--- config.mk ---
export PLATFORM = sky130hd
export DESIGN_NAME = xlat_ctl2_bank
export DESIGN_NICKNAME = d
export VERILOG_FILES = /design/src/rtl/xlat_ctl2_pkg.sv /design/src/rtl/xlat_ctl2_access.sv /design/src/rtl/xlat_ctl2_store.sv /design/src/rtl/xlat_ctl2_effective.sv /design/src/rtl/xlat_ctl2_bank.sv
export SDC_FILE = /design/constraint.sdc
export NUM_CORES = 1
export LEC_CHECK = 0
export BUFFER_PORTS_ARGS = -buffer_cell sky130_fd_sc_hd__buf_2
export CAP_MARGIN = 0
export CELL_PAD_IN_SITES_DETAIL_PLACEMENT = 1
export CELL_PAD_IN_SITES_GLOBAL_PLACEMENT = 2
export CORE_MARGIN = 2
export CORE_UTILIZATION = 31
export CTS_CLUSTER_SIZE = 24
export DETAILED_ROUTE_END_ITERATION = 10
export PLACE_DENSITY_LB_ADDON = 0.1
export SLEW_MARGIN = 40
export SYNTH_ARGS = -nofsm -noshare
export SYNTH_HDL_FRONTEND = slang
export SYNTH_HIERARCHICAL = 1
export SYNTH_SLANG_ARGS = --single-unit
export TNS_END_PERCENT = 1
--- constraint.sdc ---
create_clock -name clk -period 3 [get_ports clk]
set_input_delay 0.45 -clock clk [delete_from_list [all_inputs] [get_ports clk]]
set_output_delay 0.45 -clock clk [all_outputs]
set_load 0.1 [all_outputs]
--- src/rtl/xlat_ctl2_pkg.sv ---
package xlat_ctl2_pkg;
  localparam int CTL_W     = 32;
  localparam int HW_N      = 4;
  localparam int HIER_LO   = 9;
  localparam int HIER_HI   = 10;
  localparam int HW_LO_LSB = 11;
  localparam int HW_HI_LSB = 15;
  localparam int NBANK     = 2;

  localparam logic [3:0] ENC_CP  = 4'd15;
  localparam logic [2:0] ENC_OP1 = 3'd0;
  localparam logic [3:0] ENC_CRN = 4'd2;
  localparam logic [3:0] ENC_CRM = 4'd0;
  localparam logic [2:0] ENC_OP2 = 3'd3;

  localparam logic [5:0] TRAP_SYN = 6'h03;
  localparam logic [1:0] TRAP_TGT = 2'd2;

  localparam logic BANK_SEC = 1'b0;
  localparam logic BANK_NS  = 1'b1;

  typedef enum logic [1:0] {LVL_USER = 2'd0, LVL_OS = 2'd1, LVL_HYP = 2'd2, LVL_MON = 2'd3} lvl_e;

  typedef struct packed {
    logic undef;
    logic trap;
    logic wide;
    logic wr_en;
    logic rd_en;
    logic bank;
  } acc_res_t;

  function automatic logic [CTL_W-1:0] live_mask(input logic hw_present);
    logic [CTL_W-1:0] m;
    m = '0;
    m[HIER_LO] = 1'b1;
    m[HIER_HI] = 1'b1;
    m[HW_LO_LSB +: HW_N] = {HW_N{hw_present}};
    m[HW_HI_LSB +: HW_N] = {HW_N{hw_present}};
    return m;
  endfunction
endpackage

--- src/rtl/xlat_ctl2_access.sv ---
module xlat_ctl2_access
  import xlat_ctl2_pkg::*;
(
  input  logic       hit,
  input  logic       is_wr,
  input  logic [1:0] lvl,
  input  logic       world_ns,
  input  logic       lvl2_on,
  input  logic       lvl2_narrow,
  input  logic       trap_grp2,
  input  logic       trap_vm_rd,
  input  logic       trap_vm_wr,
  input  logic       sec_lock,
  input  logic       feat_base,
  output acc_res_t   res
);
  logic vm_hit;

  always_comb begin
    vm_hit = is_wr ? trap_vm_wr : trap_vm_rd;
    res = '0;
    res.bank = BANK_NS;
    if (hit) begin
      if (!feat_base || lvl_e'(lvl) == LVL_USER) begin
        res.undef = 1'b1;
      end else if (lvl_e'(lvl) == LVL_OS) begin
        // group trap is checked ahead of the virtual-memory traps
        if (lvl2_on && trap_grp2) begin
          res.trap = 1'b1;
        end else if (lvl2_on && vm_hit) begin
          res.trap = 1'b1;
        end
        res.wide = res.trap & ~lvl2_narrow;
      end else if (lvl_e'(lvl) == LVL_MON) begin
        res.bank  = world_ns ? BANK_NS : BANK_SEC;
        res.undef = is_wr & ~world_ns & sec_lock;
      end
      res.wr_en = is_wr  & ~res.undef & ~res.trap;
      res.rd_en = ~is_wr & ~res.undef & ~res.trap;
    end
  end
endmodule

--- src/rtl/xlat_ctl2_store.sv ---
module xlat_ctl2_store #(
  parameter int REG_W = 32,
  parameter int NB    = 2,
  localparam int SEL_W = (NB > 1) ? $clog2(NB) : 1
) (
  input  logic                      clk,
  input  logic                      rst_n,
  input  logic                      wr_en,
  input  logic [SEL_W-1:0]          wr_sel,
  input  logic [REG_W-1:0]          wr_data,
  input  logic [REG_W-1:0]          wr_mask,
  output logic [NB-1:0][REG_W-1:0]  bank_q
);
  for (genvar b = 0; b < NB; b++) begin : g_bank
    logic             ld;
    logic [REG_W-1:0] nxt;

    always_comb begin
      ld  = wr_en && (wr_sel == SEL_W'(b));
      nxt = wr_data & wr_mask;
    end

    always_ff @(posedge clk or negedge rst_n) begin
      if (!rst_n) begin
        bank_q[b] <= '0;
      end else if (ld) begin
        bank_q[b] <= nxt;
      end
    end
  end
endmodule

--- src/rtl/xlat_ctl2_effective.sv ---
module xlat_ctl2_effective #(
  parameter int REG_W   = 32,
  parameter int HWN     = 4,
  parameter int H_LO    = 9,
  parameter int H_HI    = 10,
  parameter int HW_LO   = 11,
  parameter int HW_HI   = 15
) (
  input  logic [REG_W-1:0] word,
  input  logic             ext_en,
  output logic [1:0]       hier,
  output logic [1:0][HWN-1:0] hw
);
  for (genvar r = 0; r < 2; r++) begin : g_range
    localparam int HP = (r == 0) ? H_LO : H_HI;
    localparam int HL = (r == 0) ? HW_LO : HW_HI;
    always_comb begin
      hier[r] = word[HP] & ext_en;
      hw[r]   = word[HL +: HWN] & {HWN{hier[r]}};
    end
  end
endmodule

--- src/rtl/xlat_ctl2_bank.sv ---
module xlat_ctl2_bank
  import xlat_ctl2_pkg::*;
#(
  parameter int REG_W = CTL_W,
  parameter int HWN   = HW_N
) (
  input  logic             clk,
  input  logic             rst_n,
  input  logic             req_valid,
  input  logic             req_write,
  input  logic [3:0]       req_cp,
  input  logic [2:0]       req_op1,
  input  logic [3:0]       req_crn,
  input  logic [3:0]       req_crm,
  input  logic [2:0]       req_op2,
  input  logic [REG_W-1:0] req_wdata,
  input  logic [1:0]       cur_lvl,
  input  logic             world_ns,
  input  logic             lvl2_on,
  input  logic             lvl2_narrow,
  input  logic             lvl3_here,
  input  logic             lvl3_narrow,
  input  logic             trap_grp2,
  input  logic             trap_vm_rd,
  input  logic             trap_vm_wr,
  input  logic             sec_lock_a,
  input  logic             sec_lock_b,
  input  logic             ext_fmt_en,
  input  logic             feat_base,
  input  logic             feat_hwuse,
  output logic [REG_W-1:0] rd_data,
  output logic             undef,
  output logic             trap,
  output logic [1:0]       trap_lvl,
  output logic             trap_wide,
  output logic [5:0]       trap_code,
  output logic             eff_hier_lo,
  output logic             eff_hier_hi,
  output logic [HWN-1:0]   eff_hw_lo,
  output logic [HWN-1:0]   eff_hw_hi
);
  logic [1:0]                  rst_pipe;
  logic                        rst_sync_n;
  logic                        enc_hit;
  logic                        banked;
  logic [REG_W-1:0]            mask;
  logic                        xl_bank;
  logic [REG_W-1:0]            xl_word;
  logic [1:0]                  hier_v;
  logic [1:0][HWN-1:0]         hw_v;
  logic [NBANK-1:0][REG_W-1:0] st_q;
  acc_res_t                    res;

  // reset asserts at once, releases after two clock edges
  always_ff @(posedge clk or negedge rst_n) begin
    if (!rst_n) begin
      rst_pipe <= 2'b00;
    end else begin
      rst_pipe <= {rst_pipe[0], 1'b1};
    end
  end
  assign rst_sync_n = rst_pipe[1];

  always_comb begin
    enc_hit = req_valid && req_cp == ENC_CP && req_op1 == ENC_OP1 &&
              req_crn == ENC_CRN && req_crm == ENC_CRM && req_op2 == ENC_OP2;
    banked  = lvl3_here & lvl3_narrow;
    mask    = live_mask(feat_hwuse);
  end

  xlat_ctl2_access u_acc (
    .hit        (enc_hit),
    .is_wr      (req_write),
    .lvl        (cur_lvl),
    .world_ns   (world_ns),
    .lvl2_on    (lvl2_on),
    .lvl2_narrow(lvl2_narrow),
    .trap_grp2  (trap_grp2),
    .trap_vm_rd (trap_vm_rd),
    .trap_vm_wr (trap_vm_wr),
    .sec_lock   (sec_lock_a | sec_lock_b),
    .feat_base  (feat_base),
    .res        (res)
  );

  xlat_ctl2_store #(.REG_W(REG_W), .NB(NBANK)) u_store (
    .clk    (clk),
    .rst_n  (rst_sync_n),
    .wr_en  (res.wr_en),
    .wr_sel (res.bank),
    .wr_data(req_wdata),
    .wr_mask(mask),
    .bank_q (st_q)
  );

  always_comb begin
    rd_data   = res.rd_en ? (st_q[res.bank] & mask) : '0;
    undef     = res.undef;
    trap      = res.trap;
    trap_wide = res.wide;
    trap_lvl  = res.trap ? TRAP_TGT : 2'd0;
    trap_code = res.trap ? TRAP_SYN : 6'd0;
    xl_bank   = (banked && !world_ns) ? BANK_SEC : BANK_NS;
    xl_word   = st_q[xl_bank] & mask;
  end

  xlat_ctl2_effective #(
    .REG_W(REG_W), .HWN(HWN), .H_LO(HIER_LO), .H_HI(HIER_HI),
    .HW_LO(HW_LO_LSB), .HW_HI(HW_HI_LSB)
  ) u_eff (
    .word  (xl_word),
    .ext_en(ext_fmt_en),
    .hier  (hier_v),
    .hw    (hw_v)
  );

  always_comb begin
    eff_hier_lo = hier_v[0];
    eff_hier_hi = hier_v[1];
    eff_hw_lo   = hw_v[0];
    eff_hw_hi   = hw_v[1];
  end
endmodule

==> impl_metrics.csv <==
group,metric,value,unit
sta,rsz0062_at_grt,"yes",
grt,grt_pass1_vias,1486,
cts,cts_root_buf,"clkbuf_8",
die,die_x,78.2,um
cts,post_cts_buffers,0,
grt,grt_pass1_wl,7.16,mm
sta,finalWorstSetupSlack,-0.0275,ns
setup_path,critPathMaxFanout,8,
routing,routed_wl,4.41,mm
cts,clk-insertion-delay-late,0.27,ns
cells_and_area,n_antenna_cell,0,
pwr,p_leak,1.32,nW
sta,finalCriticalPeriod,3.03,ns
cells_and_area,areaGrowthSynthToFinish,43.2,%
setup_path,cp_slowest_stage_delay,0.50,ns
setup_path,crit_family,"simple AND/OR/NAND/NOR gates",
routing,routed_via_density,4.27,
sta,fmax,0.330,GHz
sta,maxSlewViolCount,0,
setup_path,worstSetupStartpointType,"input pin",
pwr,p_total,0.857,mW
cells_and_area,fin_cells,332,
placed_design,place.gp.congestion,0.839,
cells_and_area,drive_gt1_share,40.0,%
sta,hold_violations,0,
pwr,peakVddDrop,0.000213,V
cells_and_area,seq_area,552,um^2
sta,skew,0.00411,ns
routing,dr.first_iter.drc_count,44,
die,die_h,78.2,um
setup_path,path_cells,"buf_6, nand4b_1, or4_4, nor4_4, o211ai_1, nor3_2, nand2_4, nor2_4, buf_12",
grt,grt_max_degree,21,
routing,drc_errors,0,
synth,netlist_area,1710,um^2
sta,finalSetupViolations,9,
cells_and_area,multi_input_area,1000,um^2
die,ios,122,
setup_path,cp-end-kind,"output pin",
cells_and_area,layout_commonest_cell,"buf_2",
setup_path,crit_arrival,2.58,ns
synth,syn_avg_cell_area,9.03,um^2
synth,ys_warn_count,6,
run_status,outcome,"complete, but fails checks",
job,max_cap_violations,0,
setup_path,cp_slowest_cell,"or4_4",
placed_design,dp.cells,327,
min_path,holdCritPathClass,"reg -> async",
die,initial_core_util,31.6,%
sta,fin_crit_sh,101,%
sta,relSlewSlack,54.3,%
cts,cts_buffers,3,
cells_and_area,final_cell_mix,"buf_2 (56), mux2i_1 (38), conb_1 (30)",
cts,clock-sinks,22,
cells_and_area,num-fill-cells,662,
setup_path,path_class,"in -> out",
routing,firstDrtPassIters,4,
cells_and_area,nets,330,
die,dieArea,6110,um^2
setup_path,path_buf_inv,2,
setup_path,critPathLaunch,"req_crn[0]",
grt,antenna_found_initial,0,
routing,wl_per_cell,13.3,um
synth,synthCells,189,
sta,worst_pin_slew,0.685,ns
placed_design,dp_hpwl,3.39,mm
setup_path,reg2reg_from,"u_store/bank_q[44]",
cts,path_clk_slew,0.08,ns
cts,cts_tree,"done",
die,core_area,5410,um^2
run_status,violations,"negative setup slack",
cts,clockBufferDepth,2,
routing,vias,1419,
setup_path,path_depth,9,
cts,ctsHtreeMaxLevel,1,
grt,gr-total-overflow,0,
setup_path,reg2reg_depth,2,
grt,grt_usage,15.0,%
placed_design,port_buffers,72,
routing,ant_nets,0,
pwr,power.density,351,nW/um^2
setup_path,required,2.55,ns
die,rows,27,
[routing by layer]
layer / vias up / share of wire [%] / track usage (%)
met3: 8 / 3.4 / 2.07
met1: 680 / 40 / 16.9
met2: 35 / 55 / 29.2
met4: 0 / 1.8 / 4.39
li1: 696 / - / -
met5: - / 0 / 0
[repair_timing]
item / in CTS / in global routing
hold buffers: 1 / 0
hold endpoints to repair: 2 / 0
gates resized for setup: 1 / 0
cloned: 0 / 0
setup endpoints to repair: 10 / 10
pin swaps: 0 / 0
[registers in the layout, summed over array words and instances, names as in the netlist]
signal / cells
rst_pipe: 2
u_store/bank_q: 20
[through the flow]
stage	utilization (%)	worst slack, ns	hold WS, ns	TNS, ns	area [um^2]
after global placement	43.6	-0.0736	0.237	-0.595	2350
after CTS	45.2	-0.0431	0.242	-0.329	2440
final	45.2	-0.0275	0.225	-0.139	2440
after global routing	45.2	-0.212	0.270	-1.85	2440
after floorplan	-	-0.0306	0.154	-0.259	1930
after detailed placement	43.6	-0.0541	0.236	-0.456	2360
[layout make-up]
type                    instances  share of cell area (%)
clock buffers                   3                    1.69
clock inverters                 1                    1.23
inverters                      22                    3.38
multi-input cells             135                    41.1
flip-flops and latches         22                    22.6
well taps                      72                    3.69
repair buffers                 77                    26.4
[path summary, 6_finish.rpt]
kind,to,slack (ns)
min in group clk,rst_pipe[1],0.36
max in group asynchronous,rst_pipe[1],2.41
worst min register to register,u_store/bank_q[11],0.23
worst min-delay path,u_store/bank_q[11],0.23
worst max-delay path,rd_data[11],-0.03
worst max register to register,u_store/bank_q[44],2.33
[power by group]
part	switching [mW]	total, mW	internal [mW]
logic	0.232	0.274	0.0421
clock network	0.102	0.280	0.178
registers	0.00567	0.303	0.298
Note: power is estimated with default switching activity, not from simulation.
